$ cat src/rtl/md5pad_pkg.sv
package md5pad_pkg;
  localparam int BYTE_W    = 8;
  localparam int LEN_W     = 64;
  localparam int LEN_BYTES = LEN_W / BYTE_W;
  localparam int LEN_IDX_W = $clog2(LEN_BYTES);

  typedef enum logic [1:0] {
    SRC_DATA = 2'd0,
    SRC_MARK = 2'd1,
    SRC_ZERO = 2'd2,
    SRC_LEN  = 2'd3
  } srcSel_e;

  typedef struct packed {
    logic                 shiftEn;
    srcSel_e              src;
    logic [LEN_IDX_W-1:0] lenIdx;
    logic                 incLen;
    logic                 clrLen;
  } padCtrl_t;
endpackage

$ cat src/rtl/md5pad_datapath.sv
module md5pad_datapath
  import md5pad_pkg::*;
#(
  parameter int NUM_WORDS = 16,
  parameter int WORD_W    = 32
) (
  input  logic                        clk,
  input  logic                        rstN,
  input  padCtrl_t                    ctrl,
  input  logic [BYTE_W-1:0]           inData,
  output logic [NUM_WORDS*WORD_W-1:0] block
);
  localparam int BLOCK_W = NUM_WORDS * WORD_W;

  logic [WORD_W-1:0] wordQ [NUM_WORDS];
  logic [LEN_W-1:0]  lenQ;
  logic [BYTE_W-1:0] newByte;

  always_comb begin
    unique case (ctrl.src)
      SRC_DATA: newByte = inData;
      SRC_MARK: newByte = BYTE_W'(8'h80);
      SRC_ZERO: newByte = '0;
      SRC_LEN:  newByte = lenQ[ctrl.lenIdx*BYTE_W +: BYTE_W];
      default:  newByte = '0;
    endcase
  end

  // Cascade: the top word takes the new byte; each word hands its low byte down.
  genvar k;
  generate
    for (k = 0; k < NUM_WORDS; k++) begin : g_word
      logic [BYTE_W-1:0] feedByte;
      if (k == NUM_WORDS - 1) begin : g_top
        assign feedByte = newByte;
      end else begin : g_mid
        assign feedByte = wordQ[k+1][BYTE_W-1:0];
      end
      always_ff @(posedge clk) begin
        if (!rstN) begin
          wordQ[k] <= '0;
        end else if (ctrl.shiftEn) begin
          wordQ[k] <= {feedByte, wordQ[k][WORD_W-1:BYTE_W]};
        end
      end
      assign block[k*WORD_W +: WORD_W] = wordQ[k];
    end
  endgenerate

  always_ff @(posedge clk) begin
    if (!rstN || ctrl.clrLen) begin
      lenQ <= '0;
    end else if (ctrl.incLen) begin
      lenQ <= lenQ + LEN_W'(BYTE_W);
    end
  end

  AST_LEN_STEP: assert property (@(posedge clk) disable iff (!rstN)
    ctrl.incLen && !ctrl.clrLen |=> lenQ == $past(lenQ) + LEN_W'(BYTE_W));
  AST_LEN_CLEARED: assert property (@(posedge clk) disable iff (!rstN)
    ctrl.clrLen |=> lenQ == '0);
  AST_HOLD_NO_SHIFT: assert property (@(posedge clk) disable iff (!rstN)
    !ctrl.shiftEn |=> block == $past(block));

  initial begin
    if (BLOCK_W % (BYTE_W * 8) != 0) $error("block width must be a whole number of length fields");
  end
endmodule

$ cat src/rtl/md5pad_ctrl.sv
module md5pad_ctrl
  import md5pad_pkg::*;
#(
  parameter int BLOCK_BYTES = 64
) (
  input  logic     clk,
  input  logic     rstN,
  input  logic     inValid,
  input  logic     inLast,
  input  logic     inEmpty,
  output logic     inReady,
  output logic     outValid,
  input  logic     outReady,
  output padCtrl_t ctrl
);
  localparam int POS_W     = $clog2(BLOCK_BYTES);
  localparam int LEN_START = BLOCK_BYTES - LEN_BYTES;

  typedef enum logic [1:0] {ST_MSG, ST_PAD, ST_LEN, ST_FULL} state_e;

  state_e            stateQ, stateD, resumeQ, resumeD;
  logic [POS_W-1:0]  posQ, posD;
  logic              markDoneQ, markDoneD;
  logic              lastPos;
  logic [POS_W-1:0]  lenOffset;

  assign lastPos   = (posQ == POS_W'(BLOCK_BYTES - 1));
  assign lenOffset = posQ - POS_W'(LEN_START);

  always_comb begin
    state_e after;
    stateD    = stateQ;
    resumeD   = resumeQ;
    posD      = posQ;
    markDoneD = markDoneQ;
    ctrl      = '0;
    ctrl.src  = SRC_ZERO;
    inReady   = 1'b0;
    outValid  = 1'b0;
    after     = ST_MSG;
    unique case (stateQ)
      ST_MSG: begin
        inReady = 1'b1;
        if (inValid) begin
          after = inLast ? ST_PAD : ST_MSG;
          if (inLast) markDoneD = 1'b0;
          if (!(inLast && inEmpty)) begin
            ctrl.shiftEn = 1'b1;
            ctrl.src     = SRC_DATA;
            ctrl.incLen  = 1'b1;
            posD         = posQ + 1'b1;
          end
          if (ctrl.shiftEn && lastPos) begin
            stateD  = ST_FULL;
            resumeD = after;
          end else begin
            stateD = after;
          end
        end
      end
      ST_PAD: begin
        if (markDoneQ && posQ == POS_W'(LEN_START)) begin
          stateD = ST_LEN;
        end else begin
          ctrl.shiftEn = 1'b1;
          ctrl.src     = markDoneQ ? SRC_ZERO : SRC_MARK;
          markDoneD    = 1'b1;
          posD         = posQ + 1'b1;
          if (lastPos) begin
            stateD  = ST_FULL;
            resumeD = ST_PAD;
          end
        end
      end
      ST_LEN: begin
        ctrl.shiftEn = 1'b1;
        ctrl.src     = SRC_LEN;
        ctrl.lenIdx  = lenOffset[LEN_IDX_W-1:0];
        posD         = posQ + 1'b1;
        if (lastPos) begin
          ctrl.clrLen = 1'b1;
          stateD      = ST_FULL;
          resumeD     = ST_MSG;
        end
      end
      ST_FULL: begin
        outValid = 1'b1;
        if (outReady) stateD = resumeQ;
      end
      default: stateD = ST_MSG;
    endcase
  end

  always_ff @(posedge clk) begin
    if (!rstN) begin
      stateQ    <= ST_MSG;
      resumeQ   <= ST_MSG;
      posQ      <= '0;
      markDoneQ <= 1'b0;
    end else begin
      stateQ    <= stateD;
      resumeQ   <= resumeD;
      posQ      <= posD;
      markDoneQ <= markDoneD;
    end
  end

  AST_FULL_ON_BOUNDARY: assert property (@(posedge clk) disable iff (!rstN)
    outValid |-> posQ == '0);
  AST_READY_EXCLUSIVE: assert property (@(posedge clk) disable iff (!rstN)
    outValid |-> !inReady);
  AST_VALID_HOLD: assert property (@(posedge clk) disable iff (!rstN)
    outValid && !outReady |=> outValid);
  AST_LEN_AFTER_MARK: assert property (@(posedge clk) disable iff (!rstN)
    stateQ == ST_LEN |-> markDoneQ);
  AST_LEN_ALIGNED: assert property (@(posedge clk) disable iff (!rstN)
    stateQ == ST_LEN |-> posQ >= POS_W'(LEN_START));
endmodule

$ cat src/rtl/md5_pad_unit.sv
module md5_pad_unit
  import md5pad_pkg::*;
#(
  parameter int NUM_WORDS = 16,
  parameter int WORD_W    = 32
) (
  input  logic                        clk,
  input  logic                        rstN,
  input  logic [7:0]                  inData,
  input  logic                        inValid,
  input  logic                        inLast,
  input  logic                        inEmpty,
  output logic                        inReady,
  output logic [NUM_WORDS*WORD_W-1:0] outBlock,
  output logic                        outValid,
  input  logic                        outReady
);
  localparam int BLOCK_BYTES = NUM_WORDS * WORD_W / BYTE_W;

  padCtrl_t ctrl;

  md5pad_ctrl #(.BLOCK_BYTES(BLOCK_BYTES)) u_ctrl (
    .clk      (clk),
    .rstN     (rstN),
    .inValid  (inValid),
    .inLast   (inLast),
    .inEmpty  (inEmpty),
    .inReady  (inReady),
    .outValid (outValid),
    .outReady (outReady),
    .ctrl     (ctrl)
  );

  md5pad_datapath #(.NUM_WORDS(NUM_WORDS), .WORD_W(WORD_W)) u_dp (
    .clk    (clk),
    .rstN   (rstN),
    .ctrl   (ctrl),
    .inData (inData),
    .block  (outBlock)
  );

  AST_BLOCK_STABLE: assert property (@(posedge clk) disable iff (!rstN)
    outValid && !outReady |=> $stable(outBlock));
endmodule

$ cat config.mk
export PLATFORM = sky130hd
export DESIGN_NAME = md5_pad_unit
export DESIGN_NICKNAME = d
export VERILOG_FILES = /design/src/rtl/md5pad_pkg.sv /design/src/rtl/md5pad_datapath.sv /design/src/rtl/md5pad_ctrl.sv /design/src/rtl/md5_pad_unit.sv
export SDC_FILE = /design/constraint.sdc
export NUM_CORES = 1
export LEC_CHECK = 0
export ABC_AREA = 1
export BUFFER_PORTS_ARGS = -buffer_cell sky130_fd_sc_hd__clkbuf_2
export CAP_MARGIN = 15
export CORE_MARGIN = 1.5
export CORE_UTILIZATION = 49
export DETAILED_ROUTE_END_ITERATION = 10
export GPL_TIMING_DRIVEN = 0
export HOLD_SLACK_MARGIN = 0.05
export PLACE_DENSITY = 0.76
export SLEW_MARGIN = 20
export SYNTH_ARGS = -nofsm -noshare
export SYNTH_HDL_FRONTEND = slang
export SYNTH_SLANG_ARGS = --single-unit
export TNS_END_PERCENT = 5
$ cat constraint.sdc
create_clock -name clk -period 13.1 [get_ports clk]
set_clock_uncertainty 0.15 [all_clocks]
set_input_delay 1.31 -clock clk [delete_from_list [all_inputs] [get_ports clk]]
set_output_delay 1.31 -clock clk [all_outputs]
set_load 0.02 [all_outputs]
==> reports/summary.md, run 1 <==
Run status
* outcome: complete, no violations

Hold path
* Hold Crit Class: register to register
* end point of the most critical hold path: u_ctrl.resumeQ[0]$_SDFFE_PN0P_
* Hold Startpoint: u_ctrl.resumeQ[0]$_SDFFE_PN0P_
* hold path cells: 2

Synthesis
* total standard cell area after synthesis: 24400 sq um
* top cells by area in the synthesized netlist: sky130_fd_sc_hd__edfxtp_1, sky130_fd_sc_hd__nor2_1, sky130_fd_sc_hd__inv_1
* number of instances in the synthesized netlist: 2380
* share of flip-flops with an asynchronous set or reset after synthesis: 0
* top cell type's share of synthesized area: 0.630
* number of distinct standard cells referenced by the synthesized netlist: 39
* leading cell types by count after synthesis: sky130_fd_sc_hd__nor2_1, sky130_fd_sc_hd__inv_1, sky130_fd_sc_hd__edfxtp_1, sky130_fd_sc_hd__nand2_1, sky130_fd_sc_hd__dfxtp_1
* proportion of synthesized chip area in sequential cells: 0.689
* most common cell in the netlist: sky130_fd_sc_hd__nor2_1
* average cell area after synthesis: 10.2 sq um
* top flip-flop cell by instance count after synthesis: sky130_fd_sc_hd__edfxtp_1
* number of synthesized flops with an enable pin: 512
* Yosys warning count: 0
* Synth Register Bits: 583
* cell taking the most area after synthesis: sky130_fd_sc_hd__edfxtp_1
* synthesized netlist net count: 2403

CTS
* clock buffer count from CTS: 57
* number of hold buffers added after cts: 0
* H-tree depth: 2
* maximum number of buffers from clock root to sink: 3
* number of setup buffers added after CTS: 0
* Resized Gates After CTS: 0
* clock transition at the register clock pins on the worst setup and hold paths after CTS: 0.06 ns
* clock root buffer: sky130_fd_sc_hd__clkbuf_16
* clk_lat worst skew: 0.61 ns
* clock sink total: 583
* CTS tree: yes

Die
* number of rows created at floorplan: 81
* full die area: 51100 sq um
* starting density of the core: 0.497
* Horiz. Die Dim: 226 um
* I/O pin cnt: 528
* vertical die dimension: 226 um
* core area: 49100 sq um

Critical path
* category of the critical setup timing path: register to register
* crit-path cells: inv_1 -> ha_1 -> nand3_2 -> nand3_2 -> nand2_1 -> nand2_8 -> buf_16 -> buf_16 -> buf_16 -> buf_16
* top fanout value on the critical path: 107
* library cell contributing the largest single delay on the critical path: sky130_fd_sc_hd__nand2_8
* critical path arrival: 4.52 ns
* top cell family by delay on the critical path: buffers and inverters
* capturing point of the worst reg2reg path: u_dp.wordQ[8][8]$_SDFFCE_PN0P_
* Critical Path End Type: register
* Critical Path Source Type: register
* Crit Reg-Reg Startpoint: u_ctrl.stateQ[1]$_SDFFE_PN0P_
* CP peak stage delay: 0.58 ns
* data required time at the worst endpoint: 13.20 ns
* internal reg-to-reg setup slack: 8.68 ns
* Critical Path Most Common Cell: sky130_fd_sc_hd__buf_16
* Register-to-Register Path Depth: 10
* total buffers and inverters traversed by the critical path: 5

Layout
* NumNets Final: 2993
* fraction of layout cells with a size suffix above 1: 0.230
* final cell utilization of the core: 0.608
* relative area change from synthesis to final layout: 22.3%

Timing
* Setup Viol. Count Final: 0
* Tcrit/Tclk final: 0.337
* final hold violations: 0
* post-layout minimum cycle time: 4.42 ns
* Slew Limit Headroom: 0.460
* max-slew violation count: 0
* aggregate negative setup slack: 0 ns
* top achievable clock speed: 226 MHz
* RSZ-0062 raised after global routing: no
* transition at the pin with the smallest max-transition slack: 0.811 ns

Global routing
* total overflow reported by the global router: 0
* wire length of the first global-routing pass: 103 mm
* initial antenna violation count: 0
* vias in the first global route: 17200
* largest net degree at the start of global routing: 108
* global-route usage over all layers: 0.271

Routing
* number of remaining DRC errors: 0
* via count: 18200
* Routed WL: 71.4 mm
* Post-DRT Antenna Nets: 0
* drt pass-1 iters: 5
* WL/cell: 19.4 um
* via/cell ratio: 4.94
* number of violations reported at the end of detailed-routing iteration 0: 1618

Place
* RePlAce Congestion: 0.944
* estimated wirelength of the detail-placed design: 54.4 mm
* number of port buffers: 526

Power
* Peak supply drop: 0.178 mV
* Static Leak: 0.0129 uW
* power density over the cells: 283 nW/um^2

Job
* # Max-Cap Violations: 0

[tightest hold or removal path, stage by stage (launching register included)]
cell and delay, ns:
sky130_fd_sc_hd__dfxtp_1 0.32, sky130_fd_sc_hd__nor2_1 0.10, sky130_fd_sc_hd__nor2_1 0.05
[through the flow]
stage	instances	hold slack, ns	setup WS [ns]	cell area (sq um)	total power [uW]
global route	3679	0.393	8.38	29800	8810
finish	3680	0.348	8.68	29800	8430
CTS	3679	0.345	8.68	29800	8460
global placement	3570	0.327	1.84	27900	6980
detailed placement	3575	0.338	8.06	28000	6840
floorplan	2380	0.305	4.49	24400	5550
[flip-flops by register name, summed over array words and instances, names as in the netlist]
| name | flops |
|---|---|
| u_ctrl.posQ | 6 |
| u_ctrl.markDoneQ | 1 |
| u_dp.lenQ | 61 |
| u_dp.wordQ | 512 |
| u_ctrl.resumeQ | 1 |
| u_ctrl.stateQ | 2 |
[layer usage]
metal / vias up / GRT usage / routed length [um]
met5: - / 0 / 0
met1: 8719 / 0.334 / 27100
li1: 8532 / - / -
met2: 772 / 0.462 / 34900
met3: 149 / 0.0641 / 6400
met4: 0 / 0.107 / 3090
[worst max path at each step]
stage | endpoint | start | slack (ns) | cells after the start
after global routing | u_dp.wordQ[11][18]$_SDFFCE_PN0P_ | u_ctrl.stateQ[1]$_SDFFE_PN0P_ | 8.38 | 10
after detailed placement | u_dp.wordQ[12][3]$_SDFFCE_PN0P_ | inLast | 8.06 | 10
after floorplan | u_dp.wordQ[0][0]$_SDFFCE_PN0P_ | inLast | 4.49 | 5
final | u_dp.wordQ[8][8]$_SDFFCE_PN0P_ | u_ctrl.stateQ[1]$_SDFFE_PN0P_ | 8.68 | 10
after global placement | u_dp.wordQ[11][19]$_SDFFCE_PN0P_ | rstN | 1.84 | 2
after CTS | u_dp.wordQ[11][25]$_SDFFCE_PN0P_ | u_ctrl.stateQ[0]$_SDFFE_PN0P_ | 8.68 | 10
[area by class of cell]
cell class              instances  area [sq um]
diodes                          1          2.50
plain buffers                  71           449
clock buffers                  72          1500
clock inverters                32           310
fillers                      4093         19200
inverters                     582          2180
multi-input cells            1144          4970
flip-flops and latches        583         16800
well taps                     664           831
repair buffers                531          2770
[cell usage in the layout, fill, tap and decap left out, types with 5 or more instances in the layout]
cell	n
sky130_fd_sc_hd__nor2_1	659
sky130_fd_sc_hd__inv_1	579
sky130_fd_sc_hd__clkbuf_2	526
sky130_fd_sc_hd__edfxtp_1	512
sky130_fd_sc_hd__nand2_1	221
sky130_fd_sc_hd__dfxtp_1	71
sky130_fd_sc_hd__clkbuf_16	58
sky130_fd_sc_hd__a21oi_1	50
sky130_fd_sc_hd__nand3_1	49
sky130_fd_sc_hd__o21ai_0	47
sky130_fd_sc_hd__buf_2	38
sky130_fd_sc_hd__nand4_1	21
sky130_fd_sc_hd__clkbuf_1	20
sky130_fd_sc_hd__nor3_1	17
sky130_fd_sc_hd__xor2_1	15
sky130_fd_sc_hd__clkinv_1	15
sky130_fd_sc_hd__buf_4	14
sky130_fd_sc_hd__buf_6	11
sky130_fd_sc_hd__ha_1	9
sky130_fd_sc_hd__nor2_2	6
sky130_fd_sc_hd__xnor2_1	6
sky130_fd_sc_hd__o211ai_1	5
sky130_fd_sc_hd__bufinv_16	5
sky130_fd_sc_hd__clkinv_2	5
sky130_fd_sc_hd__buf_16	5
[cell families (layout without fill, tap and decap cells)]
logic type	count (synthesis)	after routing	share of synthesized area
flip-flops	583	583	0.689
other	0	1	0
AO/OA/AOI/OAI	117	117	0.0258
adder cells (fa/ha/maj)	9	9	0.00462
XOR/XNOR	21	21	0.00754
AND/OR/NAND/NOR	997	997	0.165
buffers and inverters	653	1288	0.108
[report_power, final]
| group | switching [uW] | leakage (uW) | internal, uW |
|---|---|---|---|
| clock network | 704 | 0.000870 | 910 |
| logic | 2390 | 0.00582 | 812 |
| registers | 530 | 0.00620 | 3090 |
| total | 3620 | 0.0129 | 4810 |
No activity file was read; power rests on OpenSTA's default activity.
==> run 2: changes to the inputs <==
Settings changed: ABC_AREA 1 to 0.
Clock period 13.1 ns to 3.9 ns, I/O delays scaled along.
==> reports/summary.md, run 2 <==
Run status
* outcome: complete, no violations

Die
* starting density of the core: 0.496, -0.00110
* full die area: 48300 sq um, -5.4%
* core area: 46500 sq um, -5.3%
* Horiz. Die Dim: 220 um, -2.8%
* number of rows created at floorplan: 79, -2.5%
* I/O pin cnt: 528, unchanged
* vertical die dimension: 220 um, -2.8%

Critical path
* capturing point of the worst reg2reg path: u_dp.wordQ[0][5]$_SDFFCE_PN0P_
* Critical Path End Type: register
* library cell contributing the largest single delay on the critical path: sky130_fd_sc_hd__clkbuf_1
* CP peak stage delay: 0.43 ns, -0.15 ns
* data required time at the worst endpoint: 4.08 ns, -9.12 ns
* start point of the critical path: u_ctrl.stateQ[0]$_SDFFE_PN0P_
* critical path arrival: 3.86 ns, -0.66 ns
* capturing instance or port of the critical path: u_dp.wordQ[0][5]$_SDFFCE_PN0P_
* top fanout value on the critical path: 26, -76%
* category of the critical setup timing path: register to register
* internal reg-to-reg setup slack: 0.21 ns, -8.47 ns
* Critical Path Source Type: register
* Critical Path Most Common Cell: sky130_fd_sc_hd__buf_16
* Register-to-Register Path Depth: 12, +2
* Crit Reg-Reg Startpoint: u_ctrl.stateQ[0]$_SDFFE_PN0P_
* crit-path cells: inv_1 -> ha_1 -> clkbuf_1 -> clkbuf_1 -> nor3_2 -> o21ai_4 -> buf_16 -> buf_16 -> buf_16 -> buf_16 -> buf_16 -> buf_16

Timing
* top achievable clock speed: 271 MHz, +20%
* Slew Limit Headroom: 0.440, -0.0199
* post-layout minimum cycle time: 3.69 ns, -0.733 ns
* Setup Viol. Count Final: 0, unchanged
* max-slew violation count: 0, unchanged
* RSZ-0062 raised after global routing: no
* final hold violations: 0, unchanged
* Tcrit/Tclk final: 0.945, +0.608
* transition at the pin with the smallest max-transition slack: 0.840 ns, +0.0299 ns
* final setup slack of the worst path: 0.213 ns, -8.47 ns
* WHS: 0.102 ns, -0.246 ns

Synthesis
* average cell area after synthesis: 14.3 sq um, +39%
* proportion of synthesized chip area in sequential cells: 0.729, +0.0401
* top cells by area in the synthesized netlist: sky130_fd_sc_hd__edfxtp_1, sky130_fd_sc_hd__and2_1, sky130_fd_sc_hd__dfxtp_1
* Synth Register Bits: 583, unchanged
* cell taking the most area after synthesis: sky130_fd_sc_hd__edfxtp_1
* number of instances in the synthesized netlist: 1616, -32%
* most common cell in the netlist: sky130_fd_sc_hd__edfxtp_1
* number of synthesized flops with an enable pin: 512, unchanged
* synthesized netlist net count: 1639, -32%
* total standard cell area after synthesis: 23000 sq um, -5.5%
* number of distinct standard cells referenced by the synthesized netlist: 56, +44%
* Yosys warning count: 0, unchanged
* share of flip-flops with an asynchronous set or reset after synthesis: 0, unchanged
* leading cell types by count after synthesis: sky130_fd_sc_hd__edfxtp_1, sky130_fd_sc_hd__and2_1, sky130_fd_sc_hd__clkbuf_1, sky130_fd_sc_hd__dfxtp_1, sky130_fd_sc_hd__nor2_1
* top cell type's share of synthesized area: 0.667, +0.0367
* top flip-flop cell by instance count after synthesis: sky130_fd_sc_hd__edfxtp_1

Power
* net switching power: 11000 uW, +210%
* power density over the cells: 948 nW/um^2, +240%
* internal power of the cells: 16800 uW, +250%
* switching share of power: 0.396, -0.0334
* sequential group share of total power: 0.427, -0.002
* Final Power: 27900 uW, +230%
* Static Leak: 0.0123 uW, -4.8%
* part of the total power dissipated in combinational logic: 0.357, -0.023
* Peak supply drop: 0.715 mV, +300%
* clock share of power: 0.216, +0.025

Global routing
* initial antenna violation count: 1, +1
* largest net degree at the start of global routing: 29, -73%
* vias in the first global route: 14900, -13%
* global-route usage over all layers: 0.256, -0.0152
* total overflow reported by the global router: 0, unchanged
* wire length of the first global-routing pass: 92.2 mm, -11%

Routing
* Routed WL: 64.1 mm, -10%
* via/cell ratio: 5.40, +9.4%
* via count: 15600, -14%
* number of remaining DRC errors: 0, unchanged
* Post-DRT Antenna Nets: 0, unchanged
* number of violations reported at the end of detailed-routing iteration 0: 1368, -15%
* drt pass-1 iters: 5, unchanged
* WL/cell: 22.1 um, +14%

Layout
* sequential standard cell area: 16800 sq um, about the same
* Top reg by flops: u_dp.wordQ
* largest registers in the final layout: u_dp.wordQ: 512 flops, u_dp.lenQ: 61 flops, u_ctrl.posQ: 6 flops
* final cell utilization of the core: 0.633, +0.0253
* Filler Cell Count: 3443, -16%
* NumNets Final: 2262, -24%
* relative area change from synthesis to final layout: 27.7%
* most frequent cells in the layout: sky130_fd_sc_hd__clkbuf_2, sky130_fd_sc_hd__edfxtp_1, sky130_fd_sc_hd__and2_1
* number of flip-flops in the largest register: 512, unchanged
* fraction of layout cells with a size suffix above 1: 0.299, +0.0688
* area of the multi-input gates: 5890 sq um, +18%
* commonest non-fill, non-tap cell in the layout: sky130_fd_sc_hd__clkbuf_2

CTS
* clk_lat worst skew: 0.62 ns, about the same
* clock root buffer: sky130_fd_sc_hd__clkbuf_16
* maximum number of buffers from clock root to sink: 3, unchanged
* clock sink total: 583, unchanged
* clock buffer count from CTS: 57, unchanged
* Resized Gates After CTS: 0, unchanged
* clock transition at the register clock pins on the worst setup and hold paths after CTS: 0.07 ns, about the same
* CTS tree: yes
* H-tree depth: 2, unchanged

Place
* RePlAce Congestion: 0.885, -6.2%
* number of port buffers: 527, +0.19%
* Worst Setup Slack post-DPL: 0.00282 ns, -8.06 ns
* estimated wirelength of the detail-placed design: 47.7 mm, -12%

Hold path
* Hold Crit Class: primary input to register

Job
* # Max-Cap Violations: 0, unchanged

## run 2: logic make-up (layout without fill, tap and decap cells)
logic type               after synthesis  count (layout)  synth area share
AND/OR/NAND/NOR                      736             736             0.192
XOR/XNOR                              28              28            0.0106
other                                  0               1                 0
flip-flops                           583             583             0.729
multiplexers                          15              15           0.00738
AO/OA/AOI/OAI                        137             137            0.0383
buffers and inverters                108             780            0.0180
adder cells (fa/ha/maj)                9               9           0.00489
## run 2: critical path: cells and delay by family (launching register included)
| family | cells | cell delay [ns] |
|---|---|---|
| buffers and inverters | 9 | 2.17 |
| adders and majority gates | 1 | 0.27 |
| DFF | 1 | 0.36 |
| and+or+nand+nor | 1 | 0.13 |
| AOI/OAI and AO/OA | 1 | 0.27 |
## run 2: power by group through the flow
stage | Combinational (uW) | Sequential [uW] | Clock, uW
2_1_floorplan | 1980 | 15400 | 0
3_3_place_gp | 8050 | 11800 | 0
3_5_place_dp | 9950 | 12000 | 0
4_1_cts | 10000 | 11900 | 6090
5_1_grt | 10500 | 12200 | 6310
6_report | 9960 | 11900 | 6020
## run 2: per-layer routing
layer | part of all wire | GRT usage
met2 | 0.49 | 0.423
met5 | 0 | 0
met3 | 0.096 | 0.0736
met1 | 0.38 | 0.317
met4 | 0.041 | 0.103
## run 2: final cells by class
type | count | share of cell area
flip-flops and latches | 583 | 0.571
multi-input cells | 925 | 0.200
repair buffers | 564 | 0.117
diodes | 1 | 0.0000851
inverters | 24 | 0.00336
clock inverters | 36 | 0.0165
clock buffers | 72 | 0.0535
well taps | 607 | 0.0258
plain buffers | 84 | 0.0129
## run 2: worst min-delay path by stage
stage	from	to	slack, ns	cells past startpoint
finish	inValid	u_ctrl.markDoneQ$_SDFFE_PN0P_	0.10	5
global route	inData[7]	u_dp.wordQ[15][31]$_SDFFCE_PN0P_	0.1	3
CTS	inData[7]	u_dp.wordQ[15][31]$_SDFFCE_PN0P_	0.06	3
detailed placement	u_dp.lenQ[52]$_SDFFE_PP0N_	u_dp.lenQ[52]$_SDFFE_PP0N_	0.34	2
global placement	u_dp.lenQ[63]$_SDFFE_PP0N_	u_dp.lenQ[63]$_SDFFE_PP0N_	0.33	2
floorplan	u_dp.lenQ[63]$_SDFFE_PP0N_	u_dp.lenQ[63]$_SDFFE_PP0N_	0.30	2
## run 2: stage by stage
step	setup TNS, ns	std cells	instance area (sq um)
3_5_place_dp	0	2776	27300
6_report	0	2896	29400
5_1_grt	0	2895	29400
4_1_cts	0	2893	29400
2_1_floorplan	-3270.46	1616	23200
3_3_place_gp	-4849.96	2750	26600
## run 2: repair_timing
item,4_1_cts,5_1_grt
buffers inserted,0,2
pin swaps,1,1
hold buffers,9,0
setup endpoints to repair,26,118
hold endpoints to repair,9,0
==> run 3: changes to the inputs <==
Settings changed: CORE_UTILIZATION 49 to 45, PLACE_DENSITY 0.76 to 0.71.
==> reports/summary.md, run 3 (synthesis gave the netlist of run 2 again) <==
Power
* sequential group share of total power: 0.432, +0.005
* Final Power: 27600 uW, -1.2%
* Static Leak: 0.0122 uW, -0.47%
* power density over the cells: 938 nW/um^2, -1.1%
* net switching power: 11000 uW, -0.64%
* switching share of power: 0.398, +0.00236
* part of the total power dissipated in combinational logic: 0.361, +0.004
* internal power of the cells: 16600 uW, -1.6%
* clock share of power: 0.207, -0.009
* Peak supply drop: 0.622 mV, -13%

Global routing
* wire length of the first global-routing pass: 94.7 mm, +2.8%
* vias in the first global route: 15100, +1.3%
* largest net degree at the start of global routing: 27, -6.9%
* total overflow reported by the global router: 0, unchanged
* initial antenna violation count: 5, +4
* global-route usage over all layers: 0.239, -0.0167

Place
* Worst Setup Slack post-DPL: -0.196 ns, -0.199 ns
* estimated wirelength of the detail-placed design: 48.4 mm, +1.3%
* number of port buffers: 527, unchanged
* RePlAce Congestion: 0.905, +2.3%
* area after detailed placement: 27300 sq um, +0.30%

Layout
* number of flip-flops in the largest register: 512, unchanged
* Top reg by flops: u_dp.wordQ
* Final Instance Area: 29400 sq um, -0.13%
* commonest non-fill, non-tap cell in the layout: sky130_fd_sc_hd__clkbuf_2
* most frequent cells in the layout: sky130_fd_sc_hd__clkbuf_2, sky130_fd_sc_hd__edfxtp_1, sky130_fd_sc_hd__and2_1
* NumNets Final: 2264, +0.088%
* largest registers in the final layout: u_dp.wordQ: 512 flops, u_dp.lenQ: 61 flops, u_ctrl.posQ: 6 flops
* fraction of layout cells with a size suffix above 1: 0.294, -0.00463
* relative area change from synthesis to final layout: 27.5%

Run status
* outcome: complete, no violations

Die
* I/O pin cnt: 528, unchanged
* full die area: 52600 sq um, +8.8%
* number of rows created at floorplan: 82, +3.8%
* Horiz. Die Dim: 229 um, +4.3%
* vertical die dimension: 229 um, +4.3%
* core area: 50400 sq um, +8.4%
* starting density of the core: 0.458, -0.0386

Job
* # Max-Cap Violations: 0, unchanged

Timing
* WHS: 0.101 ns, -0.000716 ns
* aggregate negative setup slack: 0 ns, unchanged
* Setup Viol. Count Final: 0, unchanged
* transition at the pin with the smallest max-transition slack: 0.966 ns, +0.125 ns
* Tcrit/Tclk final: 0.942, -0.00312
* RSZ-0062 raised after global routing: no
* post-layout minimum cycle time: 3.67 ns, -0.0122 ns
* top achievable clock speed: 272 MHz, +0.33%
* max-slew violation count: 0, unchanged
* final hold violations: 0, unchanged
* Slew Limit Headroom: 0.356, -0.0837
* final setup slack of the worst path: 0.226 ns, +0.0122 ns

CTS
* clock root buffer: sky130_fd_sc_hd__clkbuf_16
* clock transition at the register clock pins on the worst setup and hold paths after CTS: 0.06 ns, about the same
* clk_lat worst skew: 0.62 ns, about the same
* clock sink total: 583, unchanged
* CTS tree: yes
* H-tree depth: 2, unchanged
* clock buffer count from CTS: 59, +3.5%
* maximum number of buffers from clock root to sink: 3, unchanged

Routing
* number of violations reported at the end of detailed-routing iteration 0: 1259, -8.0%
* drt pass-1 iters: 5, unchanged
* via/cell ratio: 5.28, -2.3%
* Routed WL: 64.3 mm, +0.35%
* number of remaining DRC errors: 0, unchanged
* via count: 15600, +0.038%
* Post-DRT Antenna Nets: 0, unchanged
* WL/cell: 21.7 um, -2.0%

Critical path
* top fanout value on the critical path: 23, -12%
* data required time at the worst endpoint: 4.06 ns, -0.02 ns
* Critical Path End Type: register
* critical path arrival: 3.83 ns, -0.03 ns
* Critical Path Source Type: register
* internal reg-to-reg setup slack: 0.23 ns, about the same
* category of the critical setup timing path: register to register

Hold path
* Hold Crit Class: primary input to register

-- run 3: cell types whose count changed in the layout (fill, tap and decap cells not counted) --
cell                         before  now
sky130_fd_sc_hd__clkbuf_8         8    1
sky130_fd_sc_hd__clkinv_1         8   14
sky130_fd_sc_hd__clkinv_2        12   13
sky130_fd_sc_hd__inv_6            2    1
sky130_fd_sc_hd__clkbuf_16       60   63
sky130_fd_sc_hd__clkbuf_1        78   84
sky130_fd_sc_hd__clkinvlp_4       2    0
sky130_fd_sc_hd__diode_2          1    2
sky130_fd_sc_hd__clkinv_8         1    0
sky130_fd_sc_hd__clkinv_4         0    1
sky130_fd_sc_hd__bufinv_16       11    7
-- run 3: power by group through the flow --
| stage | combinational (uW) | sequential, uW | clock (uW) |
|---|---|---|---|
| after floorplan | 1980 | 15400 | 0 |
| after CTS | 10000 | 11900 | 5780 |
| after detailed placement | 9970 | 12000 | 0 |
| final | 9950 | 11900 | 5700 |
| after global placement | 7960 | 11800 | 0 |
| after global routing | 10400 | 12200 | 6000 |
-- run 3: final cells by class --
type	instances	area [sq um]
buffer	84	380
multi-input combinational	925	5890
timing repair buffer	564	3430
inverter	24	98.8
fill	3963	21000
antenna	2	5.00
sequential	583	16800
clock buffer	74	1580
tap	672	841
clock inverter	36	360
-- run 3: final timing paths --
check / start / end / cells after the start
max reg2reg: u_ctrl.stateQ[0]$_SDFFE_PN0P_ / u_dp.wordQ[10][5]$_SDFFCE_PN0P_ / 12
min: inData[7] / u_dp.wordQ[15][31]$_SDFFCE_PN0P_ / 3
min reg2reg: u_dp.lenQ[63]$_SDFFE_PP0N_ / u_dp.lenQ[63]$_SDFFE_PP0N_ / 2
max: u_ctrl.stateQ[0]$_SDFFE_PN0P_ / u_dp.wordQ[10][5]$_SDFFCE_PN0P_ / 12
-- run 3: metal layers --
metal,wire (um),GRT usage,up-vias
met2,31700,0.402,687
met3,6180,0.0688,110
li1,-,-,7057
met4,1790,0.0789,0
met5,0,0,-
met1,24700,0.297,7790
-- run 3: repair_timing --
| item | CTS | global route |
|---|---|---|
| hold buffers | 9 | 0 |
| buffers inserted | 2 | 0 |
| setup endpoints to repair | 87 | 0 |
| endpoints found under the hold margin | 9 | 0 |
| gates resized for setup | 0 | 0 |
-- run 3: worst max-delay path, stage by stage, from the launching register on --
cell and delay, ns:
sky130_fd_sc_hd__dfxtp_1 0.36, sky130_fd_sc_hd__inv_1 0.17, sky130_fd_sc_hd__ha_1 0.31, sky130_fd_sc_hd__clkbuf_1 0.41
sky130_fd_sc_hd__clkbuf_1 0.47, sky130_fd_sc_hd__nor3_2 0.13, sky130_fd_sc_hd__o21ai_4 0.22, sky130_fd_sc_hd__buf_16 0.21
sky130_fd_sc_hd__buf_16 0.18, sky130_fd_sc_hd__buf_16 0.18, sky130_fd_sc_hd__buf_16 0.19, sky130_fd_sc_hd__buf_16 0.18
sky130_fd_sc_hd__buf_16 0.18
-- run 3: metrics by stage --
stage	utilization	std cells
3_3_place_gp	0.529	2815
4_1_cts	0.583	2962
2_1_floorplan	-	1616
6_report	0.583	2964
5_1_grt	0.583	2962
3_5_place_dp	0.543	2841
